==> config.mk <==
export PLATFORM = sky130hd
export DESIGN_NAME = burst_frame_tx
export DESIGN_NICKNAME = d
export VERILOG_FILES = /design/src/rtl/burst_frame_pkg.sv /design/src/rtl/burst_frame_ctl.sv /design/src/rtl/burst_frame_dp.sv /design/src/rtl/burst_frame_tx.sv
export SDC_FILE = /design/constraint.sdc
export NUM_CORES = 1
export LEC_CHECK = 0
export BUFFER_PORTS_ARGS = -buffer_cell sky130_fd_sc_hd__buf_4
export CAP_MARGIN = 10
export CORE_MARGIN = 5
export CORE_UTILIZATION = 65
export CTS_CLUSTER_SIZE = 30
export DETAILED_ROUTE_END_ITERATION = 10
export PLACE_DENSITY = 0.84
export REMOVE_ABC_BUFFERS = 1
export SYNTH_ARGS = -nofsm -noshare
export SYNTH_HDL_FRONTEND = slang
export SYNTH_SLANG_ARGS = --single-unit
==> constraint.sdc <==
create_clock -name clk -period 6.2 [get_ports clk]
set_input_delay 0.31 -clock clk [delete_from_list [all_inputs] [get_ports clk]]
set_output_delay 0.31 -clock clk [all_outputs]
set_load 0.01 [all_outputs]
==> src/rtl/burst_frame_pkg.sv <==
package burst_frame_pkg;

  localparam int BYTE_W = 8;
  localparam int PAR_W  = 4;
  localparam int SYM_W  = BYTE_W + PAR_W;

  typedef enum logic [3:0] {
    ST_IDLE, ST_BSYNC, ST_FSYNC, ST_ADDR, ST_FMT,
    ST_SIZE, ST_CSUM, ST_DATA, ST_CRC
  } txState_e;

  typedef enum logic [2:0] {
    FLD_BSYNC, FLD_FSYNC, FLD_ADDR, FLD_FMT,
    FLD_SIZE, FLD_CSUM, FLD_DATA, FLD_CRC
  } field_e;

  typedef struct packed {
    logic   shift;
    logic   load;
    field_e field;
    logic   crcInit;
    logic   crcUpd;
  } strobe_t;

  // Shortened Hamming parity, columns d0..d7 = 3,5,6,7,9,A,B,C
  function automatic logic [PAR_W-1:0] parityOf(input logic [BYTE_W-1:0] d);
    return {^(d & 8'hF0), ^(d & 8'h8E), ^(d & 8'h6D), ^(d & 8'h5B)};
  endfunction

  function automatic logic [SYM_W-1:0] symbolOf(input logic [BYTE_W-1:0] d);
    return {d, parityOf(d)};
  endfunction

endpackage

==> src/rtl/burst_frame_ctl.sv <==
module burst_frame_ctl
  import burst_frame_pkg::*;
#(
  parameter int SYNC_W      = 16,
  parameter int CRC_W       = 32,
  parameter int SHORT_CRC_W = 16,
  parameter int LONG_MIN    = 17,
  parameter int CNT_W       = 6
) (
  input  logic              clk,
  input  logic              rstN,
  input  logic              startIn,
  input  logic              bitEn,
  input  logic              dataValid,
  input  logic [BYTE_W-1:0] sizeVal,
  output logic              busy,
  output logic              done,
  output logic              dataReady,
  output strobe_t           stb
);

  txState_e          state, nextState;
  field_e            nextField;
  logic [CNT_W-1:0]  bitsLeft, nextWidth;
  logic [BYTE_W-1:0] bytesLeft;
  logic              lastBit, needData, step, longFrame, startNow;

  assign busy      = (state != ST_IDLE);
  assign lastBit   = (bitsLeft == CNT_W'(1));
  assign longFrame = (sizeVal >= BYTE_W'(LONG_MIN));
  assign needData  = lastBit &&
                     ((state == ST_CSUM) || ((state == ST_DATA) && (bytesLeft != '0)));
  assign dataReady = needData;
  assign step      = bitEn && busy && !(needData && !dataValid);
  assign startNow  = (state == ST_IDLE) && startIn;

  always_comb begin
    nextState = state;
    nextField = FLD_BSYNC;
    nextWidth = CNT_W'(SYM_W);
    unique case (state)
      ST_BSYNC: begin nextState = ST_FSYNC; nextField = FLD_FSYNC; nextWidth = CNT_W'(SYNC_W); end
      ST_FSYNC: begin nextState = ST_ADDR;  nextField = FLD_ADDR; end
      ST_ADDR:  begin nextState = ST_FMT;   nextField = FLD_FMT;  end
      ST_FMT:   begin nextState = ST_SIZE;  nextField = FLD_SIZE; end
      ST_SIZE:  begin nextState = ST_CSUM;  nextField = FLD_CSUM; end
      ST_CSUM:  begin nextState = ST_DATA;  nextField = FLD_DATA; end
      ST_DATA: begin
        if (bytesLeft != '0) begin
          nextState = ST_DATA;
          nextField = FLD_DATA;
        end else begin
          nextState = ST_CRC;
          nextField = FLD_CRC;
          nextWidth = longFrame ? CNT_W'(CRC_W) : CNT_W'(SHORT_CRC_W);
        end
      end
      ST_CRC:  begin nextState = ST_IDLE; nextField = FLD_CRC; end
      default: begin nextState = ST_IDLE; end
    endcase
  end

  always_comb begin
    stb.shift   = step;
    stb.load    = startNow || (step && lastBit && (state != ST_CRC));
    stb.field   = startNow ? FLD_BSYNC : nextField;
    stb.crcInit = startNow;
    stb.crcUpd  = step && needData;
  end

  always_ff @(posedge clk) begin
    if (!rstN) begin
      state     <= ST_IDLE;
      bitsLeft  <= '0;
      bytesLeft <= '0;
      done      <= 1'b0;
    end else begin
      done <= step && lastBit && (state == ST_CRC);
      if (startNow) begin
        state     <= ST_BSYNC;
        bitsLeft  <= CNT_W'(SYNC_W);
        bytesLeft <= sizeVal;
      end else if (step) begin
        if (lastBit) begin
          state    <= nextState;
          bitsLeft <= nextWidth;
          if (needData) bytesLeft <= bytesLeft - 1'b1;
        end else begin
          bitsLeft <= bitsLeft - 1'b1;
        end
      end
    end
  end

endmodule

==> src/rtl/burst_frame_dp.sv <==
module burst_frame_dp
  import burst_frame_pkg::*;
#(
  parameter int              SYNC_W    = 16,
  parameter int              CRC_W     = 32,
  parameter int              SHREG_W   = 32,
  parameter logic [CRC_W-1:0] CRC_POLY = 32'h04C11DB7,
  parameter logic [CRC_W-1:0] CRC_INIT = 32'hFFFFFFFF,
  parameter logic [SYNC_W-1:0] BSYNC_RST = 16'h5555,
  parameter logic [SYNC_W-1:0] FSYNC_RST = 16'hCB23
) (
  input  logic              clk,
  input  logic              rstN,
  input  logic              cfgWe,
  input  logic [2:0]        cfgAddr,
  input  logic [SYNC_W-1:0] cfgWdata,
  input  logic              busy,
  input  strobe_t           stb,
  input  logic [BYTE_W-1:0] dataByte,
  output logic              txBit,
  output logic [BYTE_W-1:0] sizeVal
);

  localparam int FMT_SEL_W = 3;

  logic [BYTE_W-1:0]    addrReg, sizeReg, fmtByte, csumByte;
  logic [FMT_SEL_W-1:0] fmtSel;
  logic [SYNC_W-1:0]    bSync, fSync;
  logic [SHREG_W-1:0]   shReg, fieldVal;
  logic [CRC_W-1:0]     crcReg;

  assign sizeVal  = sizeReg;
  assign fmtByte  = {fmtSel, {(BYTE_W-FMT_SEL_W){1'b0}}};
  assign csumByte = addrReg + fmtByte + sizeReg;

  function automatic logic [CRC_W-1:0] crcStep(input logic [CRC_W-1:0] c,
                                               input logic [BYTE_W-1:0] b);
    logic [CRC_W-1:0] r;
    r = c;
    for (int i = BYTE_W-1; i >= 0; i--) begin
      if (r[CRC_W-1] ^ b[i]) r = (r << 1) ^ CRC_POLY;
      else                   r = r << 1;
    end
    return r;
  endfunction

  // Fields are left-justified so the MSB always leaves first
  always_comb begin
    unique case (stb.field)
      FLD_BSYNC: fieldVal = SHREG_W'(bSync) << (SHREG_W - SYNC_W);
      FLD_FSYNC: fieldVal = SHREG_W'(fSync) << (SHREG_W - SYNC_W);
      FLD_ADDR:  fieldVal = SHREG_W'(symbolOf(addrReg))  << (SHREG_W - SYM_W);
      FLD_FMT:   fieldVal = SHREG_W'(symbolOf(fmtByte))  << (SHREG_W - SYM_W);
      FLD_SIZE:  fieldVal = SHREG_W'(symbolOf(sizeReg))  << (SHREG_W - SYM_W);
      FLD_CSUM:  fieldVal = SHREG_W'(symbolOf(csumByte)) << (SHREG_W - SYM_W);
      FLD_DATA:  fieldVal = SHREG_W'(symbolOf(dataByte)) << (SHREG_W - SYM_W);
      default:   fieldVal = SHREG_W'(crcReg) << (SHREG_W - CRC_W);
    endcase
  end

  always_ff @(posedge clk) begin
    if (!rstN) begin
      addrReg <= BYTE_W'(1);
      sizeReg <= BYTE_W'(1);
      fmtSel  <= '0;
      bSync   <= BSYNC_RST;
      fSync   <= FSYNC_RST;
    end else if (cfgWe && !busy) begin
      unique case (cfgAddr)
        3'd0: if (cfgWdata[BYTE_W-1:0] != '0) addrReg <= cfgWdata[BYTE_W-1:0];
        3'd1: if (cfgWdata[BYTE_W-1:0] != '0) sizeReg <= cfgWdata[BYTE_W-1:0];
        3'd2: fmtSel <= cfgWdata[FMT_SEL_W-1:0];
        3'd3: bSync  <= cfgWdata;
        3'd4: fSync  <= cfgWdata;
        default: ;
      endcase
    end
  end

  always_ff @(posedge clk) begin
    if (!rstN) begin
      shReg  <= '0;
      txBit  <= 1'b0;
      crcReg <= CRC_INIT;
    end else begin
      if (stb.shift) txBit <= shReg[SHREG_W-1];
      if (stb.load)       shReg <= fieldVal;
      else if (stb.shift) shReg <= shReg << 1;
      if (stb.crcInit)     crcReg <= CRC_INIT;
      else if (stb.crcUpd) crcReg <= crcStep(crcReg, dataByte);
    end
  end

endmodule

==> src/rtl/burst_frame_tx.sv <==
module burst_frame_tx
  import burst_frame_pkg::*;
#(
  parameter int SYNC_W      = 16,
  parameter int CRC_W       = 32,
  parameter int SHORT_CRC_W = 16,
  parameter int LONG_MIN    = 17,
  parameter logic [CRC_W-1:0]  CRC_POLY  = 32'h04C11DB7,
  parameter logic [CRC_W-1:0]  CRC_INIT  = 32'hFFFFFFFF,
  parameter logic [SYNC_W-1:0] BSYNC_RST = 16'h5555,
  parameter logic [SYNC_W-1:0] FSYNC_RST = 16'hCB23
) (
  input  logic              clk,
  input  logic              rstN,
  input  logic              cfgWe,
  input  logic [2:0]        cfgAddr,
  input  logic [SYNC_W-1:0] cfgWdata,
  input  logic              startIn,
  input  logic              bitEn,
  input  logic              dataValid,
  input  logic [7:0]        dataByte,
  output logic              dataReady,
  output logic              txBit,
  output logic              busy,
  output logic              done
);

  localparam int WIDE_W  = (CRC_W > SYNC_W) ? CRC_W : SYNC_W;
  localparam int SHREG_W = (WIDE_W > SYM_W) ? WIDE_W : SYM_W;
  localparam int CNT_W   = $clog2(SHREG_W + 1);

  strobe_t           stb;
  logic [BYTE_W-1:0] sizeVal;

  burst_frame_ctl #(
    .SYNC_W(SYNC_W), .CRC_W(CRC_W), .SHORT_CRC_W(SHORT_CRC_W),
    .LONG_MIN(LONG_MIN), .CNT_W(CNT_W)
  ) u_ctl (
    .clk(clk), .rstN(rstN), .startIn(startIn), .bitEn(bitEn),
    .dataValid(dataValid), .sizeVal(sizeVal), .busy(busy), .done(done),
    .dataReady(dataReady), .stb(stb)
  );

  burst_frame_dp #(
    .SYNC_W(SYNC_W), .CRC_W(CRC_W), .SHREG_W(SHREG_W),
    .CRC_POLY(CRC_POLY), .CRC_INIT(CRC_INIT),
    .BSYNC_RST(BSYNC_RST), .FSYNC_RST(FSYNC_RST)
  ) u_dp (
    .clk(clk), .rstN(rstN), .cfgWe(cfgWe), .cfgAddr(cfgAddr),
    .cfgWdata(cfgWdata), .busy(busy), .stb(stb), .dataByte(dataByte),
    .txBit(txBit), .sizeVal(sizeVal)
  );

endmodule

Word level (Yosys, flattened, before mapping) --
Index checks and enable logic that the tools add are counted.
Cells by class: add/sub/neg operators 4, $lt $le $gt $ge 1, eq/ne operators 20, multiplexer cells 50, bitwise operators 17, reduce and logical (&&, ||, !) cells 55
Operators with widths (count):
- $mux 32 | 23
- $pmux 32 s7 | 1
- $mux 27 | 8
- $reduce_xor 8->1 | 20
- $not 14->14 | 8
- $mux 8 | 4
- $pmux 4 s7 | 1
- $pmux 3 s8 | 1
- $mux 6 | 3
- $add 8x8->8 | 2
- $eq 4x3->1 const B | 4
- $reduce_bool 8->1 | 2
- $eq 3x2->1 const B | 4
- $eq 3x3->1 const B | 4
- $pmux 6 s2 | 1
- $logic_and 1x1->1 | 11
- $mux 5 | 2
- $reduce_and 2->1 | 5
- $reduce_and 3->1 | 3
- $eq 4x2->1 const B | 2
- $ge 8x5->1 const B | 1
- $reduce_bool 2->1 | 4
- $sub 8x1->8 const B | 1
- $xor 1x1->1 | 8
- other kinds (16) | 24
Storage, ports and cells: register bits 135, bits of input ports 33, logic and storage cells 161

Logic depth before layout (Yosys ltp) --
Gate-level depths: netlist of run 1.
depth in word-level cells 43, gate-level depth with buffers 11, depth with buffers taken out 10

Hierarchy --
Synthesis of run 1 repeated with hierarchy kept, for this count alone.
Second synthesis, totals: cells, all modules 996, area, all modules 8424.3 µm²
Modules (own cells, without submodules):
- burst_frame_dp | instances 1, cells each 816, area each 6989.2 µm²
- burst_frame_ctl | instances 1, cells each 180, area each 1435.1 µm²

Worst setup path after synthesis of run 1 --
No wires, ideal clock.
kind register to register, start point reg u_dp.sizeReg[5] (netlist: u_dp.sizeVal[5]), end point reg u_dp.shReg[23], arrival time 2.722 ns, data required time 6.073 ns, path slack 3.351 ns, stages on the path, launching flop included 11, clock period less this slack 2.849 ns, cell sequence dfxtp_1 -> inv_1 -> fa_1 -> inv_1 -> ha_1 -> o21a_1 -> o31a_1 -> a21oi_1 -> xnor3_1 -> nor4b_1 -> or3_1
Between the ends: cells in the longest elaborated chain, start to end 4, elaborated cells between the ends (all ways) 5, those cells by class add/sub (1); mux (2); reduce/logical (2)
Ends and longest elaborated chain:
- from (decl) | RTL line burst_frame_dp.sv:26 | logic [BYTE_W-1:0] addrReg, sizeReg, fmtByte, csumByte;
- from (signal assigned) | RTL line burst_frame_dp.sv:71 | 3'd1: if (cfgWdata[BYTE_W-1:0] != '0) sizeReg <= cfgWdata[BYTE_W-1:0];
- $add 8x8->8 | RTL line burst_frame_dp.sv:34 | assign csumByte = addrReg + fmtByte + sizeReg;
- $reduce_xor 8->1 | RTL line burst_frame_pkg.sv:27 | return {^(d & 8'hF0), ^(d & 8'h8E), ^(d & 8'h6D), ^(d & 8'h5B)};
- $pmux 32 s7 (*) | RTL line burst_frame_dp.sv:49 | unique case (stb.field)
- $mux 32 (*) | RTL line burst_frame_dp.sv:87 | if (stb.load) shReg <= fieldVal;
- to (signal assigned) | RTL line burst_frame_dp.sv:87
- to (signal assigned) | RTL line burst_frame_dp.sv:88 | else if (stb.shift) shReg <= shReg << 1;
- to (decl) | RTL line burst_frame_dp.sv:29 | logic [SHREG_W-1:0] shReg, fieldVal;
Mark *: on every way between the ends. The rest lies on a longest branch, timed or not. A chain may end at the register's enable or synchronous reset.

Worst setup path after layout of run 1 --
start point reg u_ctl.state[1], end point reg u_dp.shReg[27]
Between the ends: cells in the longest elaborated chain, start to end 11, elaborated cells between the ends (all ways) 34, those cells by class eq/ne (15); mux (4); reduce/logical (15)
Ends and longest elaborated chain:
- from (decl) | RTL line burst_frame_ctl.sv:22 | txState_e state, nextState;
- from (signal assigned) | RTL line burst_frame_ctl.sv:85 | state <= nextState;
- branches (longest 11 deep; another with $pmux 32 s7)
Parallel ways; which one is timed is not known.

==> results of run 1 <==
registers in the layout, indices dropped and copies added, names as in the netlist:
name             flops
u_dp.bSync          16
u_dp.txBit           1
u_dp.fSync          16
u_ctl.done           1
u_dp.crcReg         32
u_dp.fmtSel          3
u_ctl.state          4
u_ctl.bytesLeft      8
u_dp.shReg          32
u_ctl.bitsLeft       6
u_dp.sizeVal         8
u_dp.addrReg         8
metrics by stage:
step	std cells	hold WS, ns	cell area (µm²)	util	power, mW
after detailed placement	1086	0.448	8410	0.694	1.25
after floorplan	870	0.372	7830	-	1.15
after global placement	1086	0.436	8410	0.694	1.24
after CTS	1118	0.0931	8990	0.742	2.22
final	1118	0.0949	8990	0.742	2.22
after global routing	1118	0.107	8990	0.742	2.28
cell families after synthesis:
logic type	synth area share
AO/OA/AOI/OAI	0.204
XOR/XNOR	0.156
adder cells (fa/ha/maj)	0.0383
buffers and inverters	0.0453
flip-flops	0.334
multiplexers	0.0532
AND/OR/NAND/NOR	0.170
critical path, delay by kind of cell, from the launching register on:
| family | cells | cell delay [ns] |
|---|---|---|
| AND/OR/NAND/NOR | 2 | 1.09 |
| AO/OA/AOI/OAI | 4 | 1.07 |
| buffers and inverters | 2 | 0.55 |
| flip-flops | 1 | 0.92 |
power groups by stage:
stage	combinational (mW)	clock, mW	sequential, mW
3_5_place_dp	0.319	0	0.928
2_1_floorplan	0.225	0	0.924
4_1_cts	0.323	0.985	0.910
3_3_place_gp	0.313	0	0.928
6_report	0.326	0.985	0.911
5_1_grt	0.353	1.02	0.913
final cells by class:
type,instances,share of cell area
multi-input combinational,707,0.560
sequential,135,0.301
clock buffer,22,0.0539
timing repair buffer,48,0.0401
tap,168,0.0234
inverter,28,0.0117
clock inverter,10,0.0103
layer usage:
metal	vias to the layer above	track usage	wire length, µm
met5	-	0	0
met4	0	0.132	796
met3	75	0.0627	2140
met2	423	0.464	9950
met1	3401	0.416	9420
li1	3344	-	-
cell usage in the layout (no fill, tap or decap), types with 20 or more instances in the layout:
cell type,instances
ha_1,20
o21ai_0,27
a222oi_1,21
nor2_1,78
inv_1,27
dfxtp_1,135
xor2_1,33
buf_4,48
nand3_1,22
mux2i_1,43
a21oi_1,32
o211ai_1,39
xnor2_1,78
nand2_1,115
a22oi_1,21
path summary, 6_finish.rpt:
check | startpoint | end | cells past startpoint
min reg2reg | u_dp.txBit | u_dp.txBit | 2
max | u_ctl.state[1] | u_dp.shReg[27] | 8
min | cfgWdata[15] | u_dp.fSync[15] | 3
max reg2reg | u_ctl.state[1] | u_dp.shReg[27] | 8
==> run metrics, run 1 <==
Setup Buffers After CTS 0; max-cap viol count 0; async set-reset flop share out of synthesis 0; Critical Path RT 6.55 ns; RSZ-0062 raised after global routing no; Power Dens Cells around 250 nW/µm²; YS warnings 0; Crit path largest cell delay between 0.9 and 1 ns; kind of critical path reg2reg; Yosys cell types 81; Final WS setup 2.49 ns; Worst Skew approximately 0.012 ns; synth-to-layout area growth 11.0%; I/O pins 37; Crit Path Max Fanout 28; data arrival time of the critical path between 4 and 5 ns; Synth Instances roughly 930; Yosys top cell by area dfxtp_1; GRT Util Overall 0.303; CTS tree yes; CTS Buf Count 17; nature of the critical path endpoint flop; final setup TNS 0 ns; net switching power between 0.5 and 0.6 mW; sequential cell area about 2700 µm²; final worst-path cycle share 0.599; Comb pwr share 0.147; DR WL/cell between 15 and 20 µm; chip height between 100 and 150 µm; hold violation total from the final report 0; Final Critical Period approximately 3.7 ns; H-tree Lvls 4; Sw Ratio 0.269; Crit-path slowest cell dfxtp_1; Mapped Area roughly 8000 µm²; Vias ~7,200; Rel. slew slack 0.273; top cells by area, synth dfxtp_1, xnor2_1, nand2_1; Final setup viols 0; CP Launch Type flop; DRT Pass-1 Iters 8; deepest clock path buffer count 2; GPL Wtd Cong roughly 0.98; EDFF count, synth 0; Max Slew Vio Count 0; Post-CTS Hold Buffers 0; leakage between 3 and 4 nW; number of remaining DRC errors 0; Post-synth top flop dfxtp_1; worst-margin pin slew roughly 1.1 ns; critical-path cell list nand3b_1 > a21oi_2 > a31oi_1 > buf_4 > nor2_1 > buf_4 > a22oi_1 > a21oi_1; FF+latch count, synth between 100 and 150; DP HPWL roughly 16,000 µm; initial antenna violation count 0; vias in the first global route 6,740; drt first-iter violations around 900; Multi-input gate area approximately 5000 µm²; Inserted Diodes 0; most frequent cells after synthesis dfxtp_1, nand2_1, nor2_1; core area between 10,000 and 15,000 µm²; wirelength, routed 22,300 µm; run status finished clean; post_cts resized 0; Post-DRT Antenna Nets 0; IO Port Bufs 36; worst min path class in2reg; global-route wire length before repair between 30,000 and 40,000 µm; clock share of power 0.443; sequential fraction of design power 0.410; share of the synthesized area in the top cell type 0.334; r2r setup slk 2.49 ns; layout net count slightly below 1,000; syn_area_per_cell just under 9 µm²; Fillers roughly 900; CP dominant cell by count buf_4; Max VDD drop between 0.2 and 0.25 mV; pre-CTS WS around 2.6 ns; largest net degree at the start of global routing 75; fraction of layout cells with a size suffix above 1 0.114; Site Rows 40; Peak Freq 269 MHz; die width roughly 120 µm; Sink Count ~140; Avg Vias per Cell roughly 6.5; Root Driver clkbuf_16; grt total ovfl 0; Seq/Total Area, Yosys 0.334; die area around 15,000 µm²; top-count cell post-synth dfxtp_1; internal power between 1.5 and 2 mW; initial core utilization 0.668; worst-skew pair later-pin latency approximately 0.43 ns; clock slew seen by the registers of the worst setup and hold paths 0.06 ns
No activity file was read; power rests on OpenSTA's default activity.
==> run 2, diff against run 1 <==
Settings changed: CORE_UTILIZATION 65 to 56, PLACE_DENSITY 0.84 to 0.77.
Clock period 6.2 ns to 3.18 ns, I/O delays scaled along.
==> run metrics, run 2 (synthesis results as in run 1) <==
run status finished clean; DP Area 8630 µm² (+2.6%); final worst-path cycle share 0.917 (+0.319); wirelength, routed 22,800 µm (+2.0%); die area 17,000 µm² (+15%); DRT Pass-1 Iters 7 (-1); vias in the first global route 6,826 (+1.3%); Crit Path Max Fanout 7 (-75%); CP Launch Type flop; Comb pwr share 0.143 (-0.004); grt total ovfl 0 (unchanged); Power Dens Cells 490 nW/µm² (+98%); Setup Buffers After CTS 0 (unchanged); r2r setup slk 0.26 ns (-2.22 ns); Rel. slew slack 0.441 (+0.168); clock share of power 0.471 (+0.028); chip height 130 µm (+7.1%); final setup TNS 0 ns (unchanged); origin of the worst setup path u_dp.addrReg[6]; Min-Delay Path Depth 3 (unchanged); met2 wire length 10,300 µm (+3.1%); Worst Hold Endpoint u_dp.fSync[7]; initial antenna violation count 0 (unchanged); Top Registers u_dp.crcReg: 32 flops, u_dp.shReg: 32 flops; I/O pins 37 (unchanged); CTS Buf Count 17 (unchanged); r2r endpoint u_dp.shReg[21]; worst-skew pair later-pin latency 0.43 ns (about the same); hold violation total from the final report 0 (unchanged); final core utilization 0.653 (-0.0889); most frequent cells in the layout dfxtp_1, nand2_1, nor2_1, xnor2_1, buf_4; Final WS setup 0.263 ns (-2.22 ns); sequential fraction of design power 0.386 (-0.024); Cell Count, Final, Fillers Out 1,167 (+4.4%); placed cells 1,124 (+3.5%); internal power 3.37 mW (+110%); Power Total 4.60 mW (+110%); Crit-path slowest cell dfxtp_1; worst min path class in2reg; Post-DRT Antenna Nets 0 (unchanged); GPL Wtd Cong 0.914 (-6.5%); CP bufs+invs 0 (-2); Final setup viols 0 (unchanged); DR WL/cell 19.5 µm (-2.2%); drt first-iter violations 873 (-3.2%); initial core utilization 0.563 (-0.105); Max VDD drop 0.369 mV (+54%); highest routed layer met4; Hold Worst Slack 0.0173 ns (-0.0776 ns); Peak Freq 343 MHz (+27%); Design Area, Final 9390 µm² (+4.4%); clock slew seen by the registers of the worst setup and hold paths 0.06 ns (about the same); die width 130 µm (+7.1%); DRT met1 WL 10,100 µm (+7.4%); most common cell after layout, fill and taps aside dfxtp_1; core area 14,400 µm² (+19%); Worst Skew 0.0163 ns (+0.00428 ns); global-route wire length before repair 36,900 µm (+4.2%); largest net degree at the start of global routing 65 (-13%); Post-CTS Hold Buffers 11 (+11); cell count of the worst reg-to-reg path 8 (unchanged); GRT Util Overall 0.278 (-0.0259); data arrival time of the critical path 3.29 ns (-0.78 ns); CTS tree yes; Max Slew Vio Count 0 (unchanged); Hold Crit Start cfgWdata[7]; Vias 7,218 (-0.35%); DR WL met3 1620 µm (-24%); nature of the critical path endpoint flop; DP HPWL 16,300 µm (+4.9%); layout net count 1,026 (+3.3%); fraction of layout cells with a size suffix above 1 0.132 (+0.0186); max-cap viol count 0 (unchanged); Site Rows 44 (+10%); synth-to-layout area growth 16.0%; H-tree Lvls 4 (unchanged); worst-margin pin slew 0.833 ns (-0.256 ns); Crit path largest cell delay 0.48 ns (-0.44 ns); Root Driver clkbuf_16; critical-path cell list fa_1 > ha_1 > or3b_2 > o221ai_1 > a211oi_1 > xnor3_1 > o211ai_1 > and4b_1; leakage 3.92 nW (+5.1%); RR Startpoint u_dp.addrReg[6]; IO Port Bufs 36 (unchanged); deepest clock path buffer count 2 (unchanged); Sink Count 135 (unchanged); Sw Ratio 0.269 (about the same); Critical Path RT 3.55 ns (-3.00 ns); Final Critical Period 2.92 ns (-0.795 ns); post_cts resized 0 (unchanged); net switching power 1.24 mW (+110%); Fillers 1,160 (+29%); pre-CTS WS 0.344 ns (-2.30 ns); cell family contributing the most delay on the critical path adder cells; Inserted Diodes 0 (unchanged); number of remaining DRC errors 0 (unchanged); Avg Vias per Cell 6.19 (-4.5%); kind of critical path reg2reg; RSZ-0062 raised after global routing no
[run 2: final cells by class]
cell class                      instances  area (µm²)  share of cell area
Inverter                               28         105              0.0112
Clock inverter                         14         213              0.0227
Tap cell                              184         230              0.0245
Clock buffer                           18         429              0.0457
Sequential cell                       135        2700               0.288
Multi-Input combinational cell        707        5030               0.536
Timing Repair Buffer                   81         673              0.0717
[run 2: worst max-delay path by stage]
| stage | endpoint | depth (start not counted) |
|---|---|---|
| after floorplan | u_ctl.bytesLeft[3] | 6 |
| after global placement | u_dp.shReg[23] | 10 |
| after detailed placement | u_dp.shReg[23] | 10 |
| after CTS | u_dp.shReg[23] | 10 |
| after global routing | u_dp.shReg[23] | 10 |
| final | u_dp.shReg[21] | 8 |
[run 2: routing by layer]
metal	up-vias	track usage
met2	300	0.420
met3	54	0.0557
met4	0	0.123
li1	3429	-
met5	-	0
met1	3435	0.383
[run 2: power by group through the flow]
stage          registers (mW)  clock network, mW  logic [mW]
2_1_floorplan            1.80                  0       0.439
3_3_place_gp             1.81                  0       0.629
3_5_place_dp             1.81                  0       0.634
4_1_cts                  1.77               2.18       0.652
5_1_grt                  1.78               2.26       0.715
6_report                 1.78               2.17       0.660
[run 2: worst reg2reg max path, stage by stage (launching register included)]
cell	delay [ns]
dfxtp_1	0.48
fa_1	0.48
ha_1	0.39
or3b_2	0.22
o221ai_1	0.09
a211oi_1	0.33
xnor3_1	0.47
o211ai_1	0.17
and4b_1	0.21
==> run 3, diff against run 2 <==
Settings changed: CORE_UTILIZATION 56 to 65, PLACE_DENSITY 0.77 to 0.84.
Clock period 3.18 ns to 3.7 ns, I/O delays scaled along.
==> run metrics, run 3 (synthesis results as in run 1) <==
fraction of layout cells with a size suffix above 1 0.116 (-0.0158); synth-to-layout area growth 12.1%; post_cts resized 0 (unchanged); layout net count 1,008 (-1.8%); Crit Path Max Fanout 6 (-1); Final WS setup 0.538 ns (+0.275 ns); vias in the first global route 6,790 (-0.53%); final worst-path cycle share 0.855 (-0.0628); hold violation total from the final report 0 (unchanged); worst-skew pair later-pin latency 0.42 ns (about the same); DP Area 8470 µm² (-1.9%); worst min path class in2reg; grt total ovfl 0 (unchanged); Site Rows 40 (-9.1%); Cell Count, Final, Fillers Out 1,130 (-3.2%); critical-path cell list inv_1 > fa_1 > inv_1 > ha_1 > o21a_1 > o31a_1 > a21oi_1 > xnor3_1 > nor4b_1 > or3_1; Max VDD drop 0.438 mV (+19%); Power Dens Cells 404 nW/µm² (-18%); nature of the critical path endpoint flop; CTS tree yes; initial core utilization 0.668 (+0.105); placed cells 1,094 (-2.7%); Crit path largest cell delay 0.54 ns (+0.06 ns); RSZ-0062 raised after global routing no; GRT Util Overall 0.314 (+0.0368); Final Critical Period 3.16 ns (+0.245 ns); sequential cell area 2700 µm² (unchanged); H-tree Lvls 4 (unchanged); met2 GRT Util 0.479 (+0.0594); Hold Worst Slack 0.0304 ns (+0.0131 ns); Design Area, Final 9080 µm² (-3.3%); chip height 122 µm (-6.6%); initial antenna violation count 0 (unchanged); largest net degree at the start of global routing 64 (-1.5%); DRT Pass-1 Iters 6 (-1); die width 122 µm (-6.6%); Comb pwr share 0.153 (+0.010); sequential fraction of design power 0.416 (+0.030); CTS Buf Count 17 (unchanged); GPL Wtd Cong 0.934 (+2.2%); Avg Vias per Cell 6.40 (+3.4%); pre-CTS WS 0.621 ns (+0.277 ns); Worst Skew 0.00551 ns (-0.0108 ns); Multi-input gate area 5030 µm² (unchanged); DR WL/cell 19.8 µm (+1.7%); internal power 2.68 mW (-20%); kind of critical path reg2reg; Rel. slew slack 0.333 (-0.107); most common cell after layout, fill and taps aside dfxtp_1; M1 GR Usage 0.438 (+0.0545); r2r setup slk 0.54 ns (+0.28 ns); clock share of power 0.431 (-0.040); final setup TNS 0 ns (unchanged); deepest clock path buffer count 2 (unchanged); CP Launch Type flop; Power Total 3.67 mW (-20%); Top Registers u_dp.crcReg: 32 flops, u_dp.shReg: 32 flops; CP dominant cell by count inv_1; run status finished clean; IO Port Bufs 36 (unchanged); Root Driver clkbuf_16; I/O pins 37 (unchanged); number of remaining DRC errors 0 (unchanged); data arrival time of the critical path 3.47 ns (+0.18 ns); drt first-iter violations 1,048 (+20%); DP HPWL 15,800 µm (-3.4%); Sink Count 135 (unchanged); max-cap viol count 0 (unchanged); GR Util met3 0.0641 (+0.00840); Fillers 931 (-20%); Inserted Diodes 0 (unchanged); Crit-path slowest cell fa_1; most frequent cells in the layout dfxtp_1, nand2_1, nor2_1, xnor2_1, buf_4; Vias 7,230 (+0.17%); die area 14,800 µm² (-13%); final core utilization 0.749 (+0.0962); Critical Path RT 4.00 ns (+0.45 ns); Peak Freq 316 MHz (-7.7%); Sw Ratio 0.268 (-0.000518); global-route wire length before repair 36,400 µm (-1.3%); Final setup viols 0 (unchanged); Max Slew Vio Count 0 (unchanged); worst-margin pin slew 0.995 ns (+0.163 ns); net switching power 0.984 mW (-21%); Post-CTS Hold Buffers 7 (-4); leakage 3.77 nW (-3.7%); wirelength, routed 22,400 µm (-1.5%); Setup Buffers After CTS 0 (unchanged); clock slew seen by the registers of the worst setup and hold paths 0.06 ns (about the same); Post-DRT Antenna Nets 0 (unchanged); gr busiest metal met2; core area 12,100 µm² (-16%)
[run 3: final cells by class]
cell class                 instances  share of cell area
clock buffer                      21              0.0507
clock inverter                     8             0.00827
inverter                          28              0.0116
tap                              168              0.0232
sequential                       135               0.298
timing repair buffer              63              0.0540
multi-input combinational        707               0.554
[run 3: path summary, 6_finish.rpt]
| check | from | endpoint | cells after the start |
|---|---|---|---|
| worst max-delay path | u_dp.sizeVal[5] | u_dp.shReg[23] | 10 |
| worst min-delay path | cfgWdata[13] | u_dp.fSync[13] | 3 |
| worst max register to register | u_dp.sizeVal[5] | u_dp.shReg[23] | 10 |
| worst min register to register | u_dp.fSync[4] | u_dp.fSync[4] | 2 |
[run 3: power groups by stage]
stage	Clock, mW	Combinational (mW)	Sequential [mW]
floorplan	0	0.377	1.55
global placement	0	0.535	1.55
detailed placement	0	0.542	1.55
CTS	1.58	0.553	1.52
global route	1.66	0.606	1.53
finish	1.58	0.561	1.53
[run 3: critical path: cells and delay by family, from the launching register on]
family | cells | cell delay (ns)
buffers and inverters | 2 | 0.17
adders and majority gates | 2 | 0.90
AOI/OAI and AO/OA | 3 | 0.53
DFF | 1 | 0.44
and+or+nand+nor | 2 | 0.51
xor gates and xnor gates | 1 | 0.50
[run 3: layer usage]
layer | wire [µm] | vias up
li1 | - | 3370
met1 | 9780 | 3428
met4 | 826 | 0
met5 | 0 | -
met2 | 9980 | 361
met3 | 1830 | 71
